File: config.mk
export PLATFORM = sky130hd
export DESIGN_NAME = cascade_irq_ctrl
export DESIGN_NICKNAME = d
export VERILOG_FILES = /design/src/rtl/irqc_pkg.sv /design/src/rtl/irqc_regs.sv /design/src/rtl/irqc_resolver.sv /design/src/rtl/irqc_core.sv /design/src/rtl/cascade_irq_ctrl.sv
export SDC_FILE = /design/constraint.sdc
export NUM_CORES = 1
export LEC_CHECK = 0
export BUFFER_PORTS_ARGS = -buffer_cell sky130_fd_sc_hd__buf_2
export CORE_AREA = 2 2 64 96
export DETAILED_ROUTE_END_ITERATION = 8
export DIE_AREA = 0 0 66 98
export PLACE_DENSITY = 0.69
export SLEW_MARGIN = 0
export SYNTH_ARGS = -nofsm -noshare
export SYNTH_HDL_FRONTEND = slang
export SYNTH_SLANG_ARGS = --single-unit
export TNS_END_PERCENT = 20
File: constraint.sdc
create_clock -name clk -period 4.43 [get_ports clk]
set_input_delay 0.443 -clock clk [delete_from_list [all_inputs] [get_ports clk]]
set_output_delay 0.443 -clock clk [all_outputs]
set_load 0.1 [all_outputs]
File: src/rtl/irqc_pkg.sv
package irqc_pkg;

    localparam int unsigned NLINES = 8;
    localparam int unsigned LVL_W  = $clog2(NLINES);
    localparam int unsigned DATA_W = 8;
    localparam int unsigned BASE_W = DATA_W - LVL_W;
    localparam int unsigned ADDR_W = 3;

    typedef logic [NLINES-1:0] lvec_t;
    typedef logic [LVL_W-1:0]  lvl_t;

    typedef enum logic [ADDR_W-1:0] {
        REG_MODE = 3'd0,
        REG_BASE = 3'd1,
        REG_CASC = 3'd2,
        REG_MASK = 3'd3,
        REG_EOI  = 3'd4
    } reg_sel_t;

    typedef struct packed {
        logic              single;
        logic              auto_eoi;
        logic              special_nest;
        logic [BASE_W-1:0] base;
        lvec_t             casc;
        lvec_t             mask;
    } cfg_t;

    typedef struct packed {
        logic valid;
        lvl_t lvl;
    } pick_t;

    // Lowest set index wins (index 0 is the highest priority).
    function automatic pick_t first_set(lvec_t v);
        pick_t p;
        p.valid = 1'b0;
        p.lvl   = '0;
        for (int i = NLINES - 1; i >= 0; i--) begin
            if (v[i]) begin
                p.valid = 1'b1;
                p.lvl   = lvl_t'(i);
            end
        end
        return p;
    endfunction

endpackage

File: src/rtl/irqc_regs.sv
module irqc_regs
    import irqc_pkg::*;
(
    input  logic              clk,
    input  logic              rst,
    input  logic              we,
    input  logic [ADDR_W-1:0] addr,
    input  logic [DATA_W-1:0] wdata,
    output cfg_t              cfg,
    output logic              eoi_cmd
);

    reg_sel_t sel;
    assign sel     = reg_sel_t'(addr);
    assign eoi_cmd = we && (sel == REG_EOI);

    always_ff @(posedge clk) begin
        if (rst) begin
            cfg.single       <= 1'b1;
            cfg.auto_eoi     <= 1'b0;
            cfg.special_nest <= 1'b0;
            cfg.base         <= '0;
            cfg.casc         <= '0;
            cfg.mask         <= '0;
        end else if (we) begin
            case (sel)
                REG_MODE: begin
                    cfg.single       <= wdata[0];
                    cfg.auto_eoi     <= wdata[1];
                    cfg.special_nest <= wdata[2];
                end
                REG_BASE: cfg.base <= wdata[DATA_W-1:LVL_W];
                REG_CASC: if (!cfg.single) cfg.casc <= wdata;
                REG_MASK: cfg.mask <= wdata;
                default: ;
            endcase
        end
    end

    AST_CASC_GATED: assert property (@(posedge clk) disable iff (rst)
        (we && sel == REG_CASC && cfg.single) |=> $stable(cfg.casc))
        else $error("cascade word changed while standalone");

endmodule

File: src/rtl/irqc_resolver.sv
module irqc_resolver
    import irqc_pkg::*;
(
    input  lvec_t irr,
    input  lvec_t isr,
    input  lvec_t mask,
    input  lvec_t casc,
    input  logic  sfnm_on,
    output pick_t best,
    output logic  int_req
);

    lvec_t elig;

    for (genvar g = 0; g < NLINES; g++) begin : g_lvl
        localparam lvec_t BELOW = lvec_t'((2 ** g) - 1);
        localparam lvec_t SELF  = lvec_t'(2 ** g);
        logic same_ok;
        assign same_ok = sfnm_on && casc[g];
        assign elig[g] = irr[g] && !mask[g] &&
                         ((isr & (same_ok ? BELOW : (BELOW | SELF))) == '0);
    end

    assign best    = first_set(elig);
    assign int_req = |elig;

endmodule

File: src/rtl/irqc_core.sv
module irqc_core
    import irqc_pkg::*;
(
    input  logic              clk,
    input  logic              rst,
    input  logic              is_master,
    input  cfg_t              cfg,
    input  logic              eoi_cmd,
    input  lvec_t             irq_in,
    input  logic              inta,
    input  lvl_t              cas_in,
    output logic              int_out,
    output lvl_t              cas_out,
    output logic              cas_oe,
    output logic [DATA_W-1:0] data_out,
    output logic              data_oe
);

    logic  slave_role, casc_master, sfnm_on;
    lvec_t irq_q, rise, irr, isr, irr_n, isr_n, take_hot;
    pick_t best, eoi_pick;
    logic  take, int_req, route_cas, inta_q, own_pend;
    lvl_t  take_lvl, own_lvl;

    assign slave_role  = !is_master && !cfg.single;
    assign casc_master = is_master && !cfg.single;
    assign sfnm_on     = casc_master && cfg.special_nest;
    assign rise        = irq_in & ~irq_q;

    irqc_resolver u_res (
        .irr     (irr),
        .isr     (isr),
        .mask    (cfg.mask),
        .casc    (cfg.casc),
        .sfnm_on (sfnm_on),
        .best    (best),
        .int_req (int_req)
    );

    assign int_out = int_req;

    always_comb begin
        take_lvl  = best.lvl;
        take_hot  = lvec_t'(1) << take_lvl;
        route_cas = casc_master && cfg.casc[take_lvl];
        if (slave_role)
            take = inta_q && (cas_in == cfg.casc[LVL_W-1:0]) && best.valid;
        else
            take = inta && best.valid;
        eoi_pick = first_set(isr);
        irr_n    = irr | rise;
        isr_n    = isr;
        if (eoi_cmd && eoi_pick.valid)
            isr_n[eoi_pick.lvl] = 1'b0;
        if (take) begin
            irr_n[take_lvl] = 1'b0;
            if (!cfg.auto_eoi)
                isr_n[take_lvl] = 1'b1;
        end
    end

    always_ff @(posedge clk) begin
        if (rst) begin
            irq_q    <= '0;
            irr      <= '0;
            isr      <= '0;
            inta_q   <= 1'b0;
            own_pend <= 1'b0;
            own_lvl  <= '0;
            cas_oe   <= 1'b0;
            cas_out  <= '0;
            data_oe  <= 1'b0;
            data_out <= '0;
        end else begin
            irq_q    <= irq_in;
            irr      <= irr_n;
            isr      <= isr_n;
            inta_q   <= inta;
            own_pend <= take && !slave_role && !route_cas;
            own_lvl  <= take_lvl;
            cas_oe   <= take && !slave_role && route_cas;
            cas_out  <= take_lvl;
            data_oe  <= own_pend || (take && slave_role);
            data_out <= {cfg.base, (slave_role ? take_lvl : own_lvl)};
        end
    end

    AST_INT_UNMASKED: assert property (@(posedge clk) disable iff (rst)
        int_out |-> ((irr & ~cfg.mask) != '0))
        else $error("interrupt without unmasked request");

    AST_VEC_BASE: assert property (@(posedge clk) disable iff (rst)
        data_oe |-> (data_out[DATA_W-1:LVL_W] == $past(cfg.base)))
        else $error("vector base mismatch");

    AST_ACK_CLEARS_REQ: assert property (@(posedge clk) disable iff (rst)
        take |=> ((irr & $past(take_hot)) == '0))
        else $error("pending bit kept after acknowledge");

    AST_EOI_ONE_BIT: assert property (@(posedge clk) disable iff (rst)
        (eoi_cmd && isr != '0 && !take) |=> ($countones(isr) == $countones($past(isr)) - 1))
        else $error("end-of-interrupt cleared wrong count");

    AST_AEOI_NO_ISR: assert property (@(posedge clk) disable iff (rst)
        (take && cfg.auto_eoi && !eoi_cmd) |=> (isr == $past(isr)))
        else $error("auto end-of-interrupt left in-service bit");

    AST_CAS_ROLE: assert property (@(posedge clk) disable iff (rst)
        cas_oe |-> (is_master && !data_oe))
        else $error("cascade bus driven outside master role");

endmodule

File: src/rtl/cascade_irq_ctrl.sv
module cascade_irq_ctrl
    import irqc_pkg::*;
(
    input  logic              clk,
    input  logic              rst,
    input  logic              is_master,
    input  logic              cfg_we,
    input  logic [ADDR_W-1:0] cfg_addr,
    input  logic [DATA_W-1:0] cfg_wdata,
    input  logic [NLINES-1:0] irq_in,
    output logic              int_out,
    input  logic              inta,
    input  logic [LVL_W-1:0]  cas_in,
    output logic [LVL_W-1:0]  cas_out,
    output logic              cas_oe,
    output logic [DATA_W-1:0] data_out,
    output logic              data_oe
);

    cfg_t cfg;
    logic eoi_cmd;

    irqc_regs u_regs (
        .clk     (clk),
        .rst     (rst),
        .we      (cfg_we),
        .addr    (cfg_addr),
        .wdata   (cfg_wdata),
        .cfg     (cfg),
        .eoi_cmd (eoi_cmd)
    );

    irqc_core u_core (
        .clk       (clk),
        .rst       (rst),
        .is_master (is_master),
        .cfg       (cfg),
        .eoi_cmd   (eoi_cmd),
        .irq_in    (irq_in),
        .inta      (inta),
        .cas_in    (cas_in),
        .int_out   (int_out),
        .cas_out   (cas_out),
        .cas_oe    (cas_oe),
        .data_out  (data_out),
        .data_oe   (data_oe)
    );

endmodule

==> results of run 1 <==
## cell families (layout without fill, tap and decap cells)
| logic type | count (synthesis) | in the layout | synth area share, % |
|---|---|---|---|
| AOI/OAI and AO/OA | 69 | 69 | 17.8 |
| and+or+nand+nor | 127 | 127 | 25.1 |
| muxes | 16 | 16 | 5.91 |
| DFF | 63 | 63 | 46.5 |
| xor gates and xnor gates | 3 | 3 | 0.970 |
| buffers and inverters | 20 | 64 | 3.74 |
## power by group
group          leakage (nW)  switching, mW  internal [mW]
Clock                 0.110          0.227          0.332
Combinational         0.603          0.467          0.166
Sequential            0.515         0.0391          0.622
Total                  1.23          0.733           1.12
## Yosys cell counts, drive strengths merged (5+ instances only)
cell    count
a21oi      20
nor3        9
nand2b      5
nor2       31
nand4b      6
mux2i      16
inv         7
nand3       8
dfxtp      63
nor2b      25
nand2      24
o21ai      16
clkbuf      9
## worst reg2reg max path: cells and delay by family (launching register included)
kind               cells  cell delay (ns)
AOI/OAI and AO/OA      3             1.16
and+or+nand+nor        3             0.80
DFF                    1             0.58
## flip-flops by register name, indices dropped and copies added (netlist names)
register,flops
u_core.cas_oe,1
u_regs.cfg,24
u_core.isr,8
u_core.data_oe,1
u_core.cas_out,3
u_core.data_out,8
u_core.irq_q,8
u_core.irr,8
u_core.own_pend,1
u_core.inta_q,1
## metrics by stage
| step | cells | instance area [µm²] | power [mW] |
|---|---|---|---|
| floorplan | 298 | 2710 | 1.15 |
| global placement | 398 | 2940 | 1.31 |
| detailed placement | 398 | 2940 | 1.30 |
| CTS | 414 | 3160 | 1.86 |
| global route | 414 | 3160 | 1.94 |
| finish | 414 | 3160 | 1.85 |
## cell type report
class                   instances  area [µm²]
multi-input cells             215        1350
repair buffers                 41         208
clock inverters                 5        81.3
fillers                       566        2540
well taps                      72        90.1
flip-flops and latches         63        1260
clock buffers                  11         141
inverters                       7        26.3
## metal layers
layer	up-vias	routed length, µm	part of all wire (%)
li1	1150	-	-
met1	1123	2650	39
met2	67	3550	52
met3	19	312	4.6
met4	0	282	4.2
met5	-	0	0
## worst paths after layout
path	to	depth (start not counted)
hold reg to reg	u_regs.cfg[0]	2
setup / recovery	int_out	6
setup reg to reg	u_core.irr[5]	6
hold / removal	u_core.irq_q[4]	2
## cell usage in the layout, fill, tap and decap left out, drive strengths merged, types with 2 or more instances in the layout
master and instances:
dfxtp 63, buf 41, nor2 31, nor2b 25, nand2 24, a21oi 20, o21ai 16, mux2i 16
clkbuf 11, nor3 9, nand3 8, inv 7, nand4b 6, nand2b 5, or3 4, o21a 4
a32o 4, and3 3, a221oi 3, a211oi 3, a2111oi 2, a2111o 2, or4b 2, o22ai 2
a21o 2, xor2 2, bufinv 2, and4b 2, nor4b 2, o31ai 2, clkinv 2
==> results.py, run 1 <==
metrics = {
    "global_route": {
        "grt_util_met3_pct": 6.57,
        "grt_max_degree": 56,
        "grt_first_pass_wirelength_um": 11200,
        "grt_pass1_vias": 2295,
        "grtUsageMet1_pct": 25.2,
        "grtUsageTotal_pct": 23.1,
        "grt_overflow": 0,
        "use_met2_pct": 39.8,
        "antenna_found_initial": 0,
        "top_usage_layer": "met2",
    },
    "floorplanning": {
        "die_h_um": 98,
        "ios": 41,
        "initial_core_util_pct": 47.5,
        "die_w_um": 66,
        "rows": 34,
        "die_area_um2": 6470,
        "core-area_um2": 5700,
    },
    "synthesis": {
        "synthesis.nets": 325,
        "synth-seq-area-share_pct": 46.5,
        "synth.distinct_cells": 51,
        "synthTopCellsByArea": "dfxtp_1 47%, mux2i_1 5.9%, nor2b_1 5.8%",
        "synth_ff_type": "dfxtp_1",
        "yosys.area.top_type": "dfxtp_1",
        "synth_warnings": 0,
        "synth-edff-count": 0,
        "syn_area_per_cell_um2": 9.09,
        "synth_area_um2": 2710,
        "ys_ff_latch": 63,
        "synth.top_cell.area_share_pct": 46.5,
        "async_flop_share_pct": 0,
        "synthCells": 298,
    },
    "worst_setup_path": {
        "required_ns": 3.99,
        "crit_slowest_cell": "a2111oi_2",
        "crit_chain": "nand4b_1, a2111oi_2, o21a_1, nor2_1, nand3_1, buf_2",
        "r2r_setup_slack_ns": 1.78,
        "crit_path_start": "u_regs.cfg[23]",
        "end_kind": "output port",
        "path_buf_inv": 1,
        "worstPathMaxFanout": 15,
        "max_stage_delay_ns": 0.56,
        "worstSetupPathType": "flop to output port",
        "crit_family": "compound AO/OA/AOI/OAI gates",
        "startpoint_type": "flop",
        "worstPathArrival_ns": 2.52,
        "r2r-start": "u_regs.cfg[23]",
    },
    "cts": {
        "insertion_delay_ns": 0.35,
        "cts_setup_buffers": 0,
        "clock-sinks": 63,
        "ctsHoldBuffers": 0,
        "cts_tree": "yes",
        "ctsResizeCount": 0,
        "cts_buffer_depth": 2,
        "cts_max_level": 3,
        "clk_pin_slew_ns": 0.07,
        "numCtsBuffers": 9,
        "cts-root-buf": "clkbuf_8",
    },
    "timing": {
        "finalHoldViolations": 0,
        "drv_slew": 0,
        "whs_ns": 0.317,
        "finalCritPeriodShare_pct": 66.8,
        "relSlewSlack_pct": 24.2,
        "finalWorstSetupSlack_ns": 1.47,
        "fin_crit_ns": 2.96,
        "worst_slew_pin_slew_ns": 1.13,
        "fmax_mhz": 338,
        "finalSetupTns_ns": 0,
        "finalSetupViolCount": 0,
        "skew_ns": 0.00926,
        "rsz0062_at_grt": "false",
    },
    "layout": {
        "final_nets": 364,
        "post-route-util_pct": 55.5,
        "antenna_cells": 0,
        "areaGrowthSynthToFinish_pct": 16.7,
        "post_route_cells_drive_above_1_share_pct": 19.3,
    },
    "min_path": {
        "holdCritStartpoint": "irq_in[4]",
        "min_path_type": "input port to flop",
    },
    "drt": {
        "via_per_inst": 5.70,
        "drc": 0,
        "wl_per_cell_um": 16.4,
        "vias": 2359,
        "dr.first_iter.drc_count": 121,
        "ant_nets": 0,
        "dr.pass1.iters": 4,
        "wl_um": 6790,
    },
    "placement": {
        "dp_slack_ns": 1.74,
        "port_buffers": 40,
        "hpwlAfterDp_um": 5050,
        "place.gp.congestion": 0.874,
    },
    "pwr": {
        "power.density_nw_per_um2": 586,
        "p_leak_nw": 1.23,
        "vdd.ir_drop.worst_mv": 0.370,
    },
    "job": {
        "max_cap_viol_count": 0,
    },
    "outcome": {
        "status": "finished, final reports clean",
    },
}
Power figures use the tool's default switching activity.
==> run 2: changes to the inputs <==
ABC_AREA = 1   (was unset)
CORE_AREA = 2 2 65 98   (was 2 2 64 96)
DIE_AREA = 0 0 67 100   (was 0 0 66 98)
clock period = 2.95 ns   (was 4.43 ns; I/O delays follow)
==> run 2 against run 1 <==
Compared with the run above: first-iteration DRC count shrank 31%; largest cell class is now flip-flops and latches; sequential share of layout area is 1.2 points lower; highest routed layer unchanged; sequential power rose by 56%; clock power up 18%.
==> results.py, run 2 <==
metrics = {
    "outcome": {
        "status": "finished, final reports clean",
    },
    "timing": {
        "finalSetupTns_ns": 0,
        "fin_crit_ns": 2.27,
        "relSlewSlack_pct": 37.1,
        "fmax_mhz": 441,
        "finalCritPeriodShare_pct": 76.9,
        "finalHoldViolations": 0,
        "worst_slew_pin_slew_ns": 0.943,
        "skew_ns": 0.00757,
        "rsz0062_at_grt": "false",
        "drv_slew": 0,
        "finalSetupViolCount": 0,
    },
    "layout": {
        "final-seq-area_um2": 1260,
        "post_route_cells_drive_above_1_share_pct": 23.2,
        "layout_commonest_cell": "dfxtp_1",
        "final_nets": 449,
        "fillers": 620,
        "multiInputGateArea_um2": 1250,
        "top_register": "u_regs.cfg",
        "largest_register_ffs": 24,
        "antenna_cells": 0,
        "layout_common_cells": "63 x dfxtp_1, 58 x inv_1, 50 x nand2_1, 47 x nor2_1, 40 x buf_2",
        "areaGrowthSynthToFinish_pct": 15.1,
        "post-route-util_pct": 54.7,
    },
    "synthesis": {
        "synth.top_cell.area_share_pct": 44.5,
        "synth-seq-area-share_pct": 44.5,
        "yosys.cell_count.top_type": "dfxtp_1",
        "synth_mux_area_share_pct": 0,
        "yosys.area.top_type": "dfxtp_1",
        "synth_compound_area_share_pct": 17.0,
        "ys_ff_latch": 63,
        "synthAdderAreaFrac_pct": 0,
        "synthCells": 380,
        "synth_ff_type": "dfxtp_1",
        "synth.distinct_cells": 33,
        "syn_area_per_cell_um2": 7.45,
        "synthesis.nets": 407,
        "synth_warnings": 0,
        "synth_area_um2": 2830,
        "synthSimpleGateAreaFrac_pct": 27.0,
        "synth-edff-count": 0,
        "async_flop_share_pct": 0,
        "synthXorXnorAreaFrac_pct": 0.309,
        "synth_commonest_cells": "63 x dfxtp_1, 58 x inv_1, 50 x nand2_1",
        "synthTopCellsByArea": "dfxtp_1 45%, inv_1 7.7%, nand2_1 6.6%",
        "synth_top_family_by_area": "simple AND/OR/NAND/NOR gates",
    },
    "placement": {
        "place.gp.congestion": 0.904,
        "port_buffers": 40,
        "hpwlAfterDp_um": 5040,
    },
    "worst_setup_path": {
        "worstSetupPathType": "flop to output port",
        "crit_top_cell": "nand2_2",
        "crit_chain": "inv_2, nand2_2, nor2_4, nand2_1, nand2_2, nand2_4, nand2_2, inv_4, nand2_4, inv_2, nand2_2, buf_2",
        "startpoint_type": "flop",
        "required_ns": 2.65,
        "max_stage_delay_ns": 0.42,
        "crit_slowest_cell": "buf_2",
        "rr_worst_depth": 15,
        "crit_family": "simple AND/OR/NAND/NOR gates",
        "path_depth": 12,
        "end_kind": "output port",
        "path_buf_inv": 4,
        "worstPathArrival_ns": 1.97,
        "worstPathMaxFanout": 6,
    },
    "cts": {
        "cts-root-buf": "clkbuf_8",
        "clock-sinks": 63,
        "numCtsBuffers": 9,
        "ctsHoldBuffers": 0,
        "ctsResizeCount": 0,
        "cts_setup_buffers": 0,
        "cts_tree": "yes",
        "cts_buffer_depth": 2,
        "insertion_delay_ns": 0.35,
        "clk_pin_slew_ns": 0.07,
        "cts_max_level": 3,
    },
    "drt": {
        "dr.pass1.iters": 4,
        "vias": 2495,
        "wl_per_cell_um": 13.2,
        "wl_um": 6630,
        "drc": 0,
        "via_per_inst": 4.98,
        "ant_nets": 0,
        "dr.first_iter.drc_count": 83,
    },
    "floorplanning": {
        "core-area_um2": 5960,
        "initial_core_util_pct": 47.5,
        "die_w_um": 67,
        "die_area_um2": 6700,
        "ios": 41,
        "rows": 35,
        "die_h_um": 100,
    },
    "pwr": {
        "vdd.ir_drop.worst_mv": 0.444,
        "power.density_nw_per_um2": 1000,
        "p_leak_nw": 1.47,
    },
    "global_route": {
        "grt_pass1_vias": 2320,
        "grt_overflow": 0,
        "grtUsageTotal_pct": 22.2,
        "antenna_found_initial": 0,
        "grt_max_degree": 34,
        "grt_first_pass_wirelength_um": 10900,
    },
    "min_path": {
        "min_path_type": "input port to flop",
        "min_path_cells": 3,
    },
    "job": {
        "max_cap_viol_count": 0,
    },
}
==> run 2: cell types whose count changed after synthesis, moves of 8 or more <==
cell	delta
inv_1	+51
nor2_1	+16
a21oi_1	+12
nor2b_1	-25
mux2i_1	-16
nand3_1	+10
nand2_1	+26
nand2_2	+11
o21ai_0	+19
inv_2	+8
==> run 2: through the flow <==
stage	total power, mW	std cells	setup slack [ns]	instance area (µm²)	hold slack (ns)
floorplan	2.36	380	0.864	2830	0.402
global placement	2.60	485	0.987	3080	0.422
detailed placement	2.62	485	0.981	3080	0.427
CTS	3.29	501	0.662	3260	0.142
global route	3.49	501	0.537	3260	0.151
finish	3.27	501	0.682	3260	0.151
==> run 2: worst paths after layout <==
path	from	end	slack (ns)
worst min-delay path	irq_in[5]	u_core.irq_q[5]	0.15
worst max register to register	u_regs.cfg[23]	u_core.isr[4]	0.99
worst max-delay path	u_regs.cfg[23]	int_out	0.68
worst min register to register	u_regs.cfg[19]	u_core.data_out[6]	0.43
==> run 2: logic make-up after synthesis <==
| family | count (synthesis) |
|---|---|
| buffers and inverters | 79 |
| flip-flops | 63 |
| AND/OR/NAND/NOR | 155 |
| XOR/XNOR | 1 |
| AO/OA/AOI/OAI | 82 |
==> run 2: cell type report <==
| type | instances | area share, % |
|---|---|---|
| multi-input cells | 238 | 38.5 |
| inverters | 69 | 8.18 |
| clock buffers | 11 | 4.34 |
| clock inverters | 5 | 1.04 |
| repair buffers | 41 | 6.37 |
| well taps | 74 | 2.84 |
| flip-flops and latches | 63 | 38.7 |
==> run 2: tightest hold or removal path: cells and delay by family <==
family / cells / cell delay, ns
buf+inv: 2 / 0.11
simple gates: 1 / 0.06
==> run 2: layer usage <==
layer	global-route usage, %	up-vias	share of wire, %
met5	0	-	0
met4	13.0	0	3.2
met3	5.83	15	4.6
met2	36.7	65	51
met1	25.2	1123	42
li1	-	1292	-
==> run 2: power by group <==
part	switching, mW	internal (mW)	total, mW
combinational	1.16	0.411	1.57
clock	0.334	0.325	0.660
sequential	0.0776	0.954	1.03
==> run 3: changes to the inputs <==
ABC_AREA = 0   (was 1)
CORE_AREA = 2 2 64 96   (was 2 2 65 98)
DIE_AREA = 0 0 66 98   (was 0 0 67 100)
PLACE_DENSITY = 0.72   (was 0.69)
clock period = 2 ns   (was 2.95 ns; I/O delays follow)
==> run 3 against run 2 <==
Compared with the run above: the flow now finishes with violations (negative setup slack); setup slack got worse by 1.0 ns; sequential share of layout area is 5.9 points lower; die area fell by 3.5%; critical endpoint is now u_core.own_pend; clock power up 85%.
==> results.py, run 3 (synthesized netlist as in run 1, its figures left out) <==
metrics = {
    "outcome": {
        "violations": "negative setup slack",
        "status": "finished with violations",
    },
    "placement": {
        "port_buffers": 40,
        "place.gp.congestion": 0.936,
        "placed_cells": 452,
        "hpwlAfterDp_um": 5610,
    },
    "timing": {
        "relSlewSlack_pct": 61.8,
        "drv_slew": 0,
        "finalSetupViolCount": 23,
        "rsz0062_at_grt": "true",
        "finalCritPeriodShare_pct": 117,
        "worst_slew_pin_slew_ns": 0.569,
        "finalHoldViolations": 0,
        "fin_crit_ns": 2.34,
        "finalSetupTns_ns": -3.82,
        "whs_ns": 0.0672,
        "skew_ns": 0.00821,
        "finalWorstSetupSlack_ns": -0.336,
        "fmax_mhz": 428,
    },
    "layout": {
        "fillers": 458,
        "fin_cells": 475,
        "post_route_cells_drive_above_1_share_pct": 41.2,
        "post-route-util_pct": 68.1,
        "final_nets": 425,
        "areaGrowthSynthToFinish_pct": 43.2,
        "layout_commonest_cell": "buf_4",
        "layout_common_cells": "60 x buf_4, 58 x dfxtp_1, 39 x buf_2, 27 x nor2_1, 24 x nor2b_1",
        "largest_register_ffs": 24,
        "top_register": "u_regs.cfg",
        "antenna_cells": 0,
    },
    "worst_setup_path": {
        "crit_chain": "or4b_4, a211oi_4, nor2b_4, o311ai_4, a21o_1, or3_4, and3_1",
        "crit_slowest_cell": "or4b_4",
        "end_kind": "flop",
        "crit_family": "simple AND/OR/NAND/NOR gates",
        "path_buf_inv": 0,
        "worstPathArrival_ns": 2.58,
        "startpoint_type": "flop",
        "required_ns": 2.25,
        "max_stage_delay_ns": 0.55,
        "worstPathMaxFanout": 4,
        "worstSetupPathType": "flop to flop",
    },
    "pwr": {
        "vdd.ir_drop.worst_mv": 0.808,
        "power.switching_mw": 2.01,
        "p_leak_nw": 1.58,
        "p_clk_share_pct": 23.8,
        "p_seq_share_pct": 28.2,
        "sw_frac_of_total_pct": 39.1,
        "internal_power_mw": 3.12,
        "power.density_nw_per_um2": 1320,
        "comb_power_share_pct": 48.0,
        "fin_total_pwr_mw": 5.13,
    },
    "min_path": {
        "min_path_type": "input port to flop",
    },
    "drt": {
        "via_per_inst": 5.43,
        "dr.first_iter.drc_count": 123,
        "ant_nets": 0,
        "wl_per_cell_um": 16.0,
        "wl_um": 7620,
        "drc": 0,
        "vias": 2581,
        "dr.pass1.iters": 4,
    },
    "cts": {
        "insertion_delay_ns": 0.35,
        "cts-root-buf": "clkbuf_8",
        "clk_pin_slew_ns": 0.07,
        "numCtsBuffers": 9,
        "clock-sinks": 63,
        "cts_tree": "yes",
        "cts_buffer_depth": 2,
        "cts_max_level": 3,
    },
    "floorplanning": {
        "initial_core_util_pct": 47.5,
        "die_area_um2": 6470,
        "die_w_um": 66,
        "die_h_um": 98,
        "ios": 41,
        "core-area_um2": 5700,
        "rows": 34,
    },
    "global_route": {
        "grtUsageTotal_pct": 25.4,
        "antenna_found_initial": 0,
        "grt_max_degree": 28,
        "grt_overflow": 0,
        "grt_first_pass_wirelength_um": 12300,
        "grt_pass1_vias": 2620,
    },
    "job": {
        "max_cap_viol_count": 0,
    },
}
==> run 3: changes by cell type in the layout (fill, tap and decap cells not counted), moves of 6 or more <==
cell / delta
a21oi_1: -18
buf_4: +59
o21ai_0: -23
nor2b_1: +24
nand2_1: -28
nand2_2: -9
inv_2: -8
nand4b_1: +6
mux2i_1: +16
nand3_1: -11
inv_1: -51
nor2_1: -20
==> run 3: worst paths after layout <==
check / start / end / slack (ns) / cells past startpoint
max: u_core.isr[6] / u_core.own_pend / -0.34 / 7
min reg2reg: u_core.own_pend / u_core.data_oe / 0.45 / 1
max reg2reg: u_core.isr[6] / u_core.own_pend / -0.34 / 7
min: irq_in[2] / u_core.irq_q[2] / 0.07 / 2
==> run 3: timing repair <==
action	in CTS	in global routing
pin swaps	6	13
hold buffers	0	0
gates resized for setup	27	26
endpoints found under the setup margin	21	25
setup buffers	4	3
==> run 3: layer usage <==
metal / vias up / GRT usage (%) / wire length [µm]
li1: 1266 / - / -
met1: 1208 / 27.3 / 2950
met2: 77 / 42.3 / 3910
met3: 30 / 7.14 / 350
met4: 0 / 16.8 / 413
met5: - / 0 / 0
==> run 3: stage by stage <==
step | area (µm²) | setup WS, ns
after floorplan | 2740 | -0.165
after global placement | 3390 | -0.279
after detailed placement | 3390 | -0.335
after CTS | 3740 | -0.328
after global routing | 3880 | -0.434
final | 3880 | -0.336
==> run 3: cell type report <==
cell class                 instances  area, µm²  area share (%)
sequential                        63       1270            32.8
tap                               72       90.1            2.32
timing repair buffer             102        688            17.7
multi-input combinational        215       1580            40.8
inverter                           7       26.3           0.677
clock buffer                       9        124            3.19
clock inverter                     7       97.6            2.52
==> run 3: power groups by stage <==
stage	Sequential [mW]	Combinational [mW]	Clock (mW)
final	1.45	2.46	1.22
after global routing	1.46	2.61	1.30
after CTS	1.44	2.20	1.24
after detailed placement	1.47	1.95	0
after global placement	1.46	1.95	0
after floorplan	1.77	0.846	0
